**config.mk**
```make
export PLATFORM = sky130hd
export DESIGN_NAME = macro_seq_core
export DESIGN_NICKNAME = d
export VERILOG_FILES = /design/src/rtl/msc_pkg.sv /design/src/rtl/msc_decode.sv /design/src/rtl/msc_regfile.sv /design/src/rtl/msc_branch.sv /design/src/rtl/macro_seq_core.sv
export SDC_FILE = /design/constraint.sdc
export NUM_CORES = 1
export LEC_CHECK = 0
export CAP_MARGIN = 30
export CORE_MARGIN = 2
export CORE_UTILIZATION = 63
export CTS_BUF_LIST = sky130_fd_sc_hd__clkbuf_8
export DETAILED_ROUTE_END_ITERATION = 6
export DONT_BUFFER_PORTS = 1
export PLACE_DENSITY = 0.83
export SETUP_SLACK_MARGIN = 0.15
export SYNTH_ARGS = -nofsm -noshare
export SYNTH_HDL_FRONTEND = slang
export SYNTH_SLANG_ARGS = --single-unit
export TNS_END_PERCENT = 30
```
**constraint.sdc**
```tcl
create_clock -name clk -period 6.9 [get_ports clk]
set_input_delay 1.38 -clock clk [delete_from_list [all_inputs] [get_ports clk]]
set_output_delay 1.38 -clock clk [all_outputs]
set_load 0.02 [all_outputs]
```
**src/rtl/msc_pkg.sv**
```systemverilog
package msc_pkg;

   localparam int unsigned INSTR_W = 32;
   localparam int unsigned IMM_W   = 18;
   localparam int unsigned RIDX_W  = 3;

   typedef enum logic [2:0] {
      OP_ALU    = 3'd0,
      OP_ADDI   = 3'd1,
      OP_BFINS  = 3'd2,
      OP_BFSHI  = 3'd3,
      OP_BFSHR  = 3'd4,
      OP_READ   = 3'd5,
      OP_BRANCH = 3'd6,
      OP_BAD    = 3'd7
   } op_e;

   typedef enum logic [2:0] {
      S_IDLE, S_PARAM, S_FETCH, S_FWAIT, S_EXEC, S_WB
   } seq_state_e;

   typedef struct packed {
      op_e               op;
      logic              ext;
      logic              cond_nz;
      logic              annul;
      logic [RIDX_W-1:0] dst;
      logic [RIDX_W-1:0] sa;
      logic [RIDX_W-1:0] sb;
      logic [IMM_W-1:0]  imm;
   } dec_t;

endpackage

```
**src/rtl/msc_decode.sv**
```systemverilog
module msc_decode
   import msc_pkg::*;
(
   input  logic [INSTR_W-1:0] instr,
   output dec_t               dec
);

   logic unused_pad;
   assign unused_pad = ^instr[7:6];

   always_comb begin
      dec.op      = op_e'(instr[2:0]);
      dec.ext     = instr[3];
      dec.cond_nz = instr[4];
      dec.annul   = instr[5];
      dec.dst     = instr[10:8];
      dec.sa      = instr[13:11];
      dec.sb      = instr[16:14];
      dec.imm     = instr[31:14];
   end

endmodule

```
**src/rtl/msc_regfile.sv**
```systemverilog
module msc_regfile #(
   parameter int unsigned NREGS = 8,
   parameter int unsigned DW    = 32,
   localparam int unsigned RIW  = (NREGS > 1) ? $clog2(NREGS) : 1
) (
   input  logic           clk,
   input  logic           rst_n,
   input  logic           clr,
   input  logic           we,
   input  logic [RIW-1:0] waddr,
   input  logic [DW-1:0]  wdata,
   input  logic [RIW-1:0] ra0,
   input  logic [RIW-1:0] ra1,
   output logic [DW-1:0]  rd0,
   output logic [DW-1:0]  rd1
);

   logic [DW-1:0] q [NREGS];

   for (genvar i = 0; i < NREGS; i++) begin : g_reg
      if (i == 0) begin : g_zero
         assign q[i] = '0;
      end else begin : g_live
         always_ff @(posedge clk or negedge rst_n) begin
            if (!rst_n)
               q[i] <= '0;
            else if (clr)
               q[i] <= '0;
            else if (we && waddr == RIW'(i))
               q[i] <= wdata;
         end
      end
   end

   assign rd0 = q[ra0];
   assign rd1 = q[ra1];

endmodule

```
**src/rtl/msc_branch.sv**
```systemverilog
module msc_branch
   import msc_pkg::*;
#(
   parameter int unsigned PC_W = 10,
   parameter int unsigned DW   = 32
) (
   input  logic [PC_W-1:0]  base,
   input  logic [IMM_W-1:0] imm,
   input  logic             cond_nz,
   input  logic [DW-1:0]    val,
   output logic             taken,
   output logic [PC_W-1:0]  target
);

   localparam int unsigned OFF_W = IMM_W + 2;

   if (PC_W > OFF_W) begin : g_chk
      $error("msc_branch: PC_W wider than the branch offset");
   end

   logic [OFF_W-1:0] off;
   logic             is_zero;
   logic             unused_off;

   assign off        = {imm, 2'b00};
   assign unused_off = ^off[OFF_W-1:PC_W];
   assign is_zero    = (val == '0);
   assign taken      = cond_nz ? !is_zero : is_zero;
   assign target     = base + off[PC_W-1:0];

endmodule

```
**src/rtl/macro_seq_core.sv**
```systemverilog
module macro_seq_core
   import msc_pkg::*;
#(
   parameter int unsigned DW         = 32,
   parameter int unsigned NREGS      = 8,
   parameter int unsigned IMEM_DEPTH = 256,
   localparam int unsigned AW        = $clog2(IMEM_DEPTH),
   localparam int unsigned PC_W      = AW + 2,
   localparam int unsigned RIW       = $clog2(NREGS)
) (
   input  logic               clk,
   input  logic               rst_n,
   input  logic               start,
   output logic               busy,
   output logic               done,
   output logic               err,
   output logic               imem_en,
   output logic [AW-1:0]      imem_addr,
   input  logic [INSTR_W-1:0] imem_rdata,
   input  logic               prm_valid,
   input  logic [DW-1:0]      prm_data,
   output logic               prm_pop,
   output logic               ex_valid,
   output logic [PC_W-1:0]    ex_pc,
   output logic [INSTR_W-1:0] ex_instr,
   output logic [DW-1:0]      ex_a,
   output logic [DW-1:0]      ex_b,
   input  logic               res_valid,
   input  logic               res_we,
   input  logic [DW-1:0]      res_data
);

   if (NREGS < 2 || NREGS > (1 << RIDX_W) || (1 << RIW) != NREGS) begin : g_chk_regs
      $error("macro_seq_core: NREGS must be a power of two from 2 to 8");
   end
   if ((1 << AW) != IMEM_DEPTH) begin : g_chk_depth
      $error("macro_seq_core: IMEM_DEPTH must be a power of two");
   end
   if (DW < 2) begin : g_chk_dw
      $error("macro_seq_core: DW too small");
   end

   seq_state_e       state_q;
   logic [PC_W-1:0]  pc_q, tgt_q;
   logic             tgt_pend_q, slot_q, exit_pend_q, done_q, err_q;
   logic [INSTR_W-1:0] ir_q;

   dec_t             dec;
   logic [DW-1:0]    rd0, rd1;
   logic             br_taken;
   logic [PC_W-1:0]  br_target, seq_pc;
   logic             is_branch, is_bad, illegal, advance;
   logic             rf_clr, rf_we;
   logic [RIW-1:0]   rf_waddr;
   logic [DW-1:0]    rf_wdata;
   logic             unused_idx;

   msc_decode u_dec (
      .instr (ir_q),
      .dec   (dec)
   );

   msc_regfile #(.NREGS(NREGS), .DW(DW)) u_rf (
      .clk   (clk),
      .rst_n (rst_n),
      .clr   (rf_clr),
      .we    (rf_we),
      .waddr (rf_waddr),
      .wdata (rf_wdata),
      .ra0   (dec.sa[RIW-1:0]),
      .ra1   (dec.sb[RIW-1:0]),
      .rd0   (rd0),
      .rd1   (rd1)
   );

   msc_branch #(.PC_W(PC_W), .DW(DW)) u_br (
      .base    (pc_q),
      .imm     (dec.imm),
      .cond_nz (dec.cond_nz),
      .val     (rd0),
      .taken   (br_taken),
      .target  (br_target)
   );

   assign unused_idx = ^{dec.sa, dec.sb, dec.dst};

   assign is_branch = (dec.op == OP_BRANCH);
   assign is_bad    = (dec.op == OP_BAD);
   assign illegal   = is_bad || (is_branch && slot_q);
   assign seq_pc    = tgt_pend_q ? tgt_q : pc_q + PC_W'(4);
   assign advance   = (state_q == S_EXEC && is_branch && !slot_q && !br_taken)
                   || (state_q == S_WB && res_valid);

   assign rf_clr   = (state_q == S_IDLE) && start;
   assign rf_we    = (state_q == S_PARAM && prm_valid)
                  || (state_q == S_WB && res_valid && res_we);
   assign rf_waddr = (state_q == S_PARAM) ? RIW'(1) : dec.dst[RIW-1:0];
   assign rf_wdata = (state_q == S_PARAM) ? prm_data : res_data;

   always_ff @(posedge clk or negedge rst_n) begin
      if (!rst_n) begin
         state_q     <= S_IDLE;
         pc_q        <= '0;
         tgt_q       <= '0;
         tgt_pend_q  <= 1'b0;
         slot_q      <= 1'b0;
         exit_pend_q <= 1'b0;
         done_q      <= 1'b0;
         err_q       <= 1'b0;
         ir_q        <= '0;
      end else begin
         done_q <= 1'b0;
         case (state_q)
            S_IDLE: begin
               if (start) begin
                  state_q     <= S_PARAM;
                  pc_q        <= '0;
                  tgt_pend_q  <= 1'b0;
                  slot_q      <= 1'b0;
                  exit_pend_q <= 1'b0;
                  err_q       <= 1'b0;
               end
            end
            S_PARAM: begin
               if (prm_valid) state_q <= S_FETCH;
            end
            S_FETCH: state_q <= S_FWAIT;
            S_FWAIT: begin
               ir_q    <= imem_rdata;
               state_q <= S_EXEC;
            end
            S_EXEC: begin
               if (illegal) begin
                  state_q <= S_IDLE;
                  done_q  <= 1'b1;
                  err_q   <= 1'b1;
               end else if (is_branch) begin
                  if (br_taken && dec.annul) begin
                     pc_q    <= br_target;
                     slot_q  <= 1'b0;
                     state_q <= S_FETCH;
                  end else if (br_taken) begin
                     tgt_q      <= br_target;
                     tgt_pend_q <= 1'b1;
                     pc_q       <= pc_q + PC_W'(4);
                     slot_q     <= 1'b1;
                     state_q    <= S_FETCH;
                  end
               end else begin
                  state_q <= S_WB;
               end
            end
            S_WB: ;
            default: state_q <= S_IDLE;
         endcase

         if (advance) begin
            if (exit_pend_q) begin
               state_q <= S_IDLE;
               done_q  <= 1'b1;
            end else begin
               pc_q        <= seq_pc;
               tgt_pend_q  <= 1'b0;
               slot_q      <= dec.ext;
               exit_pend_q <= dec.ext;
               state_q     <= S_FETCH;
            end
         end
      end
   end

   assign busy      = (state_q != S_IDLE);
   assign done      = done_q;
   assign err       = err_q;
   assign imem_en   = (state_q == S_FETCH);
   assign imem_addr = pc_q[PC_W-1:2];
   assign prm_pop   = (state_q == S_PARAM) && prm_valid;
   assign ex_valid  = (state_q == S_EXEC) && !is_branch && !is_bad;
   assign ex_pc     = pc_q;
   assign ex_instr  = ir_q;
   assign ex_a      = rd0;
   assign ex_b      = rd1;

endmodule

```
After elaboration in Yosys (flattened, before gate mapping):

Cells that the tools add are included.

* register bits: 284
* logic and storage cells: 152

* bitwise gates (word level): 4
* reductions and logical operators: 40
* $add $sub $neg: 2
* eq/ne operators: 20
* multiplexer cells: 68
* magnitude comparators: 2

Operators with widths (count)
* $mux W32: 19
* $bmux W32 S3: 2
* $mux W10: 8
* $logic_not A32 Y1: 1
* $mux W1: 25
* $eq A3 B3 Y1 const B: 8
* $mux W3: 8
* $pmux W10 S2: 1
* $logic_and A1 B1 Y1: 18
* $pmux W3 S6: 1
* $reduce_bool A2 Y1: 8
* $eq A3 B2 Y1 const B: 4
* $add A10 B10 Y10: 1
* $add A10 B3 Y10 const B: 1
* $ge A4 B4 Y1 const B: 2
* $not A3 Y4: 2
* $eq A3 B1 Y1 const B: 2
* $ne A2 B2 Y1 const B: 3
* $ne A3 B3 Y1 const B: 2
* $ne A6 B5 Y1 const B: 1
* $pmux W1 S2: 3
* $logic_not A1 Y1: 5
* $reduce_and A5 Y1: 1
* $reduce_and A4 Y1: 1
* other kinds (6): 9

Depth between registers and ports, before layout:

* word-level depth: 14
* depth in mapped cells: 14

Hierarchy:

Synthesis repeated with hierarchy kept, for this count alone.

* cells, all modules: 1770
* area, all modules: 18328.8 µm²

Modules (own cells, without submodules)
* msc_regfile: instances 1, sequential area each 5605.4 µm², area an instance 14224.9 µm², cells each 1379
* macro_seq_core: instances 1, sequential area each 1501.4 µm², area an instance 3464.6 µm², cells each 308
* msc_branch: instances 1, sequential area each 0.0 µm², area an instance 391.6 µm², cells each 50
* msc_decode: instances 1, sequential area each 0.0 µm², area an instance 247.7 µm², cells each 33

Worst setup path before layout:

Ideal clock, no wire load.

* path type: flip-flop to output port
* from: register ir_q[14] (netlist: ex_instr[14])
* to: output ex_b[10]
* path slack: 3336 ps
* stages on the path, launching flop included: 6
* data required time: 5520 ps
* buffers on the path: 3
* arrival time: 2184 ps
* cell sequence: dfrtp_1 -> buf_1 -> clkbuf_1 -> clkbuf_1 -> a221oi_1 -> a21oi_1

* cells in the longest elaborated chain, start to end: 4

Ends and longest elaborated chain
* from (decl): RTL line macro_seq_core.sv:46 `logic [INSTR_W-1:0] ir_q;`
* from (signal assigned): RTL line macro_seq_core.sv:129 `ir_q <= imem_rdata;`
* $not A3 Y4 (not written as such): RTL line msc_regfile.sv:36 `assign rd1 = q[ra1];`
* $bmux W32 S3: RTL line msc_regfile.sv:36
* $mux W32 (not written as such) (2 in series): RTL line msc_regfile.sv:36
* to (decl): RTL line macro_seq_core.sv:27 `output logic [DW-1:0] ex_b,`

No other way between the ends. The select of a mux whose other input is x is not followed.

Worst setup path in the final report:

* from: register ir_q[12] (netlist: ex_instr[12])
* to: register tgt_q[3]

* cells in the longest elaborated chain, start to end: 10

Ends and longest elaborated chain
* $not A3 Y4 (not written as such) *: RTL line msc_regfile.sv:35 `assign rd0 = q[ra0];`
* $bmux W32 S3 *: RTL line msc_regfile.sv:35
* $mux W32 (not written as such) * (2 in series): RTL line msc_regfile.sv:35
* $logic_not A32 Y1 *: RTL line msc_branch.sv:27 `assign is_zero = (val == '0);`
* $logic_not A1 Y1: RTL line msc_branch.sv:28 `assign taken = cond_nz ? !is_zero : is_zero;`
* $mux W1 *: RTL line msc_branch.sv:28
* $logic_and A1 B1 Y1: RTL line macro_seq_core.sv:138 `if (br_taken && dec.annul) begin`
* $not A1 Y1 (no source line)
* $reduce_and A5 Y1 (no source line) *
* to (signal assigned): RTL line macro_seq_core.sv:143 `tgt_q <= br_target;`
* to (decl): RTL line macro_seq_core.sv:44 `logic [PC_W-1:0] pc_q, tgt_q;`

Every way passes the cells marked *; elsewhere a longest branch is shown, timed or not. The select of a mux whose other input is x is not followed.
A chain may end at the register's enable or synchronous reset.

==> results.env <==
DIODES=0
RUN_STATUS='complete, but fails checks'
RESIZE_COUNT_POST_CTS=0
AVGSYNTHCELLAREA_UM2=10.0
CRITICAL_PATH.REG2REG.STARTPOINT='ex_instr[12]$_DFFE_PN0P_'
DRTANTENNAVIOLNETS=0
PORTION_OF_THE_POST_SYNTHESIS_AREA_USED_BY_SEQUENTIAL_ELEMENTS=0.465
SETUP_TNS_NS=0
SYNTHESIS.YOSYS.WARNINGS=0
MIN-DELAY-PATH-CLASS='flop to flop'
TIMING.FINAL.CRIT_SHARE=0.698
FMAXACHIEVABLE_GHz=0.208
DETAILEDPLACE.WORSTSLACK_NS=2.19
VIOLATIONS='design-rule violations'
DIE_H_UM=160
HOLD_WS_NS=0.492
VIAS_IN_THE_FIRST_GLOBAL_ROUTE=11900
GP_CONGESTION=0.849
SYNTH_EDF_COUNT=0
R2R_SLACK_NS=2.08
FINAL_DESIGN_AREA_NO_FILL_MM2=0.0163
STARTPOINT_TYPE='flop'
AREAGROWTHSYNTHTOFINISH_PCT=6.38
GRT_USE_TOTAL=0.321
CLOCK_TRANSITION_AT_PATH_REGS_NS=0.06
AREA_FRACTION_OF_THE_DOMINANT_CELL_TYPE_AFTER_SYNTHESIS=0.465
CTS_TREE='yes'
FIN_NETS=1580
POST-CTS-SETUP-BUFFERS=0
GRT_SETUP_UNREPAIRED='no'
FP.DIEAREA_MM2=0.0255
YOSYSMOSTFREQUENTCELL='sky130_fd_sc_hd__dfrtp_1'
DRV.MAX_CAP_VIOLATION_COUNT=0
PLACEMENT_ROWS=57
FINALCRITICALPERIOD_NS=4.82
TRITONCTS.NUM_BUFFERS=47
MIN_TO='tgt_q[5]$_DFFE_PN0P_'
CTS_HTREE_LEVELS=2
CELL_AREA_AFTER_SYNTHESIS_MM2=0.0153
ROUTE.VIAS.TOTAL=12100
VIASPERCELL=6.65
IOS=222
YOSYS_REGISTER_BITS=284
SETUP_WS_NS=2.08
ENDPOINT_KIND='flop'
CLOCKROOTBUFFER='sky130_fd_sc_hd__clkbuf_8'
WORST-PATH-MAX-FANOUT=53
POSTCTSHOLDBUFS=0
CTS_SINKS=284
WORST_EP_REQUIRED_TIME_NS=7.33
SYNTH_CELLS=1527
DISTINCT_CELL_TYPE_COUNT_AFTER_SYNTHESIS=52
FIN_WORST_SKEW_NS=0.0167
WORST_HOLD_STARTPOINT='tgt_q[5]$_DFFE_PN0P_'
ROUTEDWLPERCELL_UM=22.7
PIN_COUNT_OF_THE_BIGGEST_NET_ENTERING_GLOBAL_ROUTING=285
HOLD_PATH_DEPTH=1
DETAILED_ROUTING_ITERATIONS_PASS_1=7
SETUP-VIOLATIONS-FINAL=0
R2R_END='tgt_q[3]$_DFFE_PN0P_'
SYNTH-ASYNC-RESET-RATIO=1.00
POSTSYNTHNETCOUNT=1638
PEAK_SUPPLY_DROP_V=0.000288
STATIC-LEAKAGE-POWER_nW=7.16
GRT_FIRST_PASS_WIRELENGTH_MM=65.5
DRT_DRC_VIOLATIONS_LEFT=1
NUMPORTBUFFERS=0
PLACEABLECOREAREA_MM2=0.0241
TIMING.FINAL.HOLD_VIOLATIONS=0
TOTALWIRELENGTH_MM=41.3
TIMING_WORST_SLEW_PIN_VALUE_NS=0.854
WORSTSKEWPAIRLATENCY_NS=0.55
CP.ARRIVAL_NS=5.25
NETLIST_TOP_CELLS_AREA='sky130_fd_sc_hd__dfrtp_1, sky130_fd_sc_hd__mux2_2, sky130_fd_sc_hd__o21ai_0'
SLEW_VIOLATIONS=0
CTS-ROOT-TO-SINK-BUFFERS=3
SYNTH_COMMON_CELLS='sky130_fd_sc_hd__dfrtp_1, sky130_fd_sc_hd__nand2_1, sky130_fd_sc_hd__o21ai_0, sky130_fd_sc_hd__mux2_2, sky130_fd_sc_hd__clkbuf_1'
PATH_CLASS='flop to flop'
DIE_X_UM=160
INITIAL_UTIL=0.634
FF2FF_PATH_DEPTH=10
SLEW_HEADROOM=0.431
LEADING_REGISTER_CELL_TYPE_OUT_OF_SYNTHESIS='sky130_fd_sc_hd__dfrtp_1'
DRT_FIRST_ITER_VIOLATIONS=1108
FINAL_CORE_UTILIZATION=0.675
SYNTH_LARGEST_AREA_CELL='sky130_fd_sc_hd__dfrtp_1'
GLOBALROUTE.TOTALOVERFLOW=0
FILLER_CELL_COUNT=1853
POWERDENSITY_mW_PER_MM2=600
ANTENNA_FOUND_INITIAL=0
DRIVE_GT1_FRAC=0.211
AREA_POST_PLACEMENT_MM2=0.0154
PLACED_WIRE_LENGTH_ESTIMATE_AFTER_DETAILED_PLACEMENT_MM=25.3
==> routing by layer <==
layer  global-route usage  part of all wire  routed length, um  vias to the layer above
met5                    0                 0                  0                        -
met1                0.424              0.40              16400                     6041
li1                     -                 -                  -                     5373
met2                0.530              0.49              20200                      604
met4                0.118             0.029               1190                        0
met3               0.0665             0.086               3540                       88
==> worst max path at each step <==
stage | from | to | slack, ns
after floorplan | ex_instr[14]$_DFFE_PN0P_ | ex_b[10] | 3.34
after global routing | ex_instr[12]$_DFFE_PN0P_ | tgt_q[3]$_DFFE_PN0P_ | 2.02
after global placement | ex_instr[12]$_DFFE_PN0P_ | tgt_q[2]$_DFFE_PN0P_ | 2.28
after detailed placement | ex_instr[12]$_DFFE_PN0P_ | tgt_q[1]$_DFFE_PN0P_ | 2.19
final | ex_instr[12]$_DFFE_PN0P_ | tgt_q[3]$_DFFE_PN0P_ | 2.08
after CTS | ex_instr[12]$_DFFE_PN0P_ | ex_a[17] | 2.17
==> registers in the layout, summed over array words and instances (netlist names) <==
| name | flops |
|---|---|
| exit_pend_q | 1 |
| tgt_pend_q | 1 |
| u_rf.q | 224 |
| state_q | 3 |
| slot_q | 1 |
| tgt_q | 10 |
| done | 1 |
| ex_pc | 10 |
| err | 1 |
| ex_instr | 32 |
==> layout by cell type (no fill, tap or decap), types with 5 or more instances in the layout <==
master                       n
sky130_fd_sc_hd__clkbuf_8   57
sky130_fd_sc_hd__o21ai_0   236
sky130_fd_sc_hd__o21ai_1     5
sky130_fd_sc_hd__mux2i_1     7
sky130_fd_sc_hd__a221oi_1   65
sky130_fd_sc_hd__nand3_1     6
sky130_fd_sc_hd__nand2_1   279
sky130_fd_sc_hd__mux2_1     24
sky130_fd_sc_hd__o22ai_1    48
sky130_fd_sc_hd__nor4_1      5
sky130_fd_sc_hd__a21oi_1    48
sky130_fd_sc_hd__mux2_2    172
sky130_fd_sc_hd__dfrtp_1   279
sky130_fd_sc_hd__a31oi_1     5
sky130_fd_sc_hd__mux2_4      7
sky130_fd_sc_hd__ha_1        8
sky130_fd_sc_hd__buf_4      22
sky130_fd_sc_hd__inv_1      53
sky130_fd_sc_hd__nor2_1     51
sky130_fd_sc_hd__xnor2_1    11
sky130_fd_sc_hd__mux4_2     32
==> report_power, final <==
group	switching [mW]	total [mW]	leakage, nW	internal, mW
clock	0.645	1.38	0.505	0.736
sequential	0.973	3.38	3.59	2.41
combinational	3.14	4.99	3.06	1.86
==> critical path, cell delays in order, from the launching register on <==
cell	delay, ns
sky130_fd_sc_hd__dfrtp_4	0.95
sky130_fd_sc_hd__buf_4	0.48
sky130_fd_sc_hd__mux2_2	0.38
sky130_fd_sc_hd__a221oi_1	0.33
sky130_fd_sc_hd__o22ai_1	0.15
sky130_fd_sc_hd__nor4_1	0.64
sky130_fd_sc_hd__nand4_1	0.28
sky130_fd_sc_hd__xnor2_1	0.22
sky130_fd_sc_hd__buf_4	0.22
sky130_fd_sc_hd__and3_1	0.59
sky130_fd_sc_hd__mux2_2	0.40
==> cell type report <==
cell class / instances / area, um2 / area share
Inverter: 38 / 143 / 0.00877
Timing Repair Buffer: 23 / 193 / 0.0118
Clock inverter: 19 / 76.3 / 0.00469
Clock buffer: 57 / 785 / 0.0482
Multi-Input combinational cell: 1075 / 7540 / 0.464
Tap cell: 324 / 405 / 0.0249
Sequential cell: 284 / 7120 / 0.438
==> per-stage QoR <==
stage               cells  power (mW)
floorplan            1527        6.99
global placement     1743        8.06
detailed placement   1744        8.28
CTS                  1820        9.68
global route         1820        10.3
finish               1820        9.76
==> cell families (layout without fill, tap and decap cells) <==
family,Yosys count,after routing,synth area share
AOI/OAI and AO/OA,438,438,0.170
xor gates and xnor gates,14,14,0.00802
adders and majority gates,9,9,0.00786
buffers and inverters,168,137,0.0488
DFF,284,284,0.465
muxes,242,242,0.203
and+or+nand+nor,372,372,0.0976
Power figures use the tool's default switching activity.
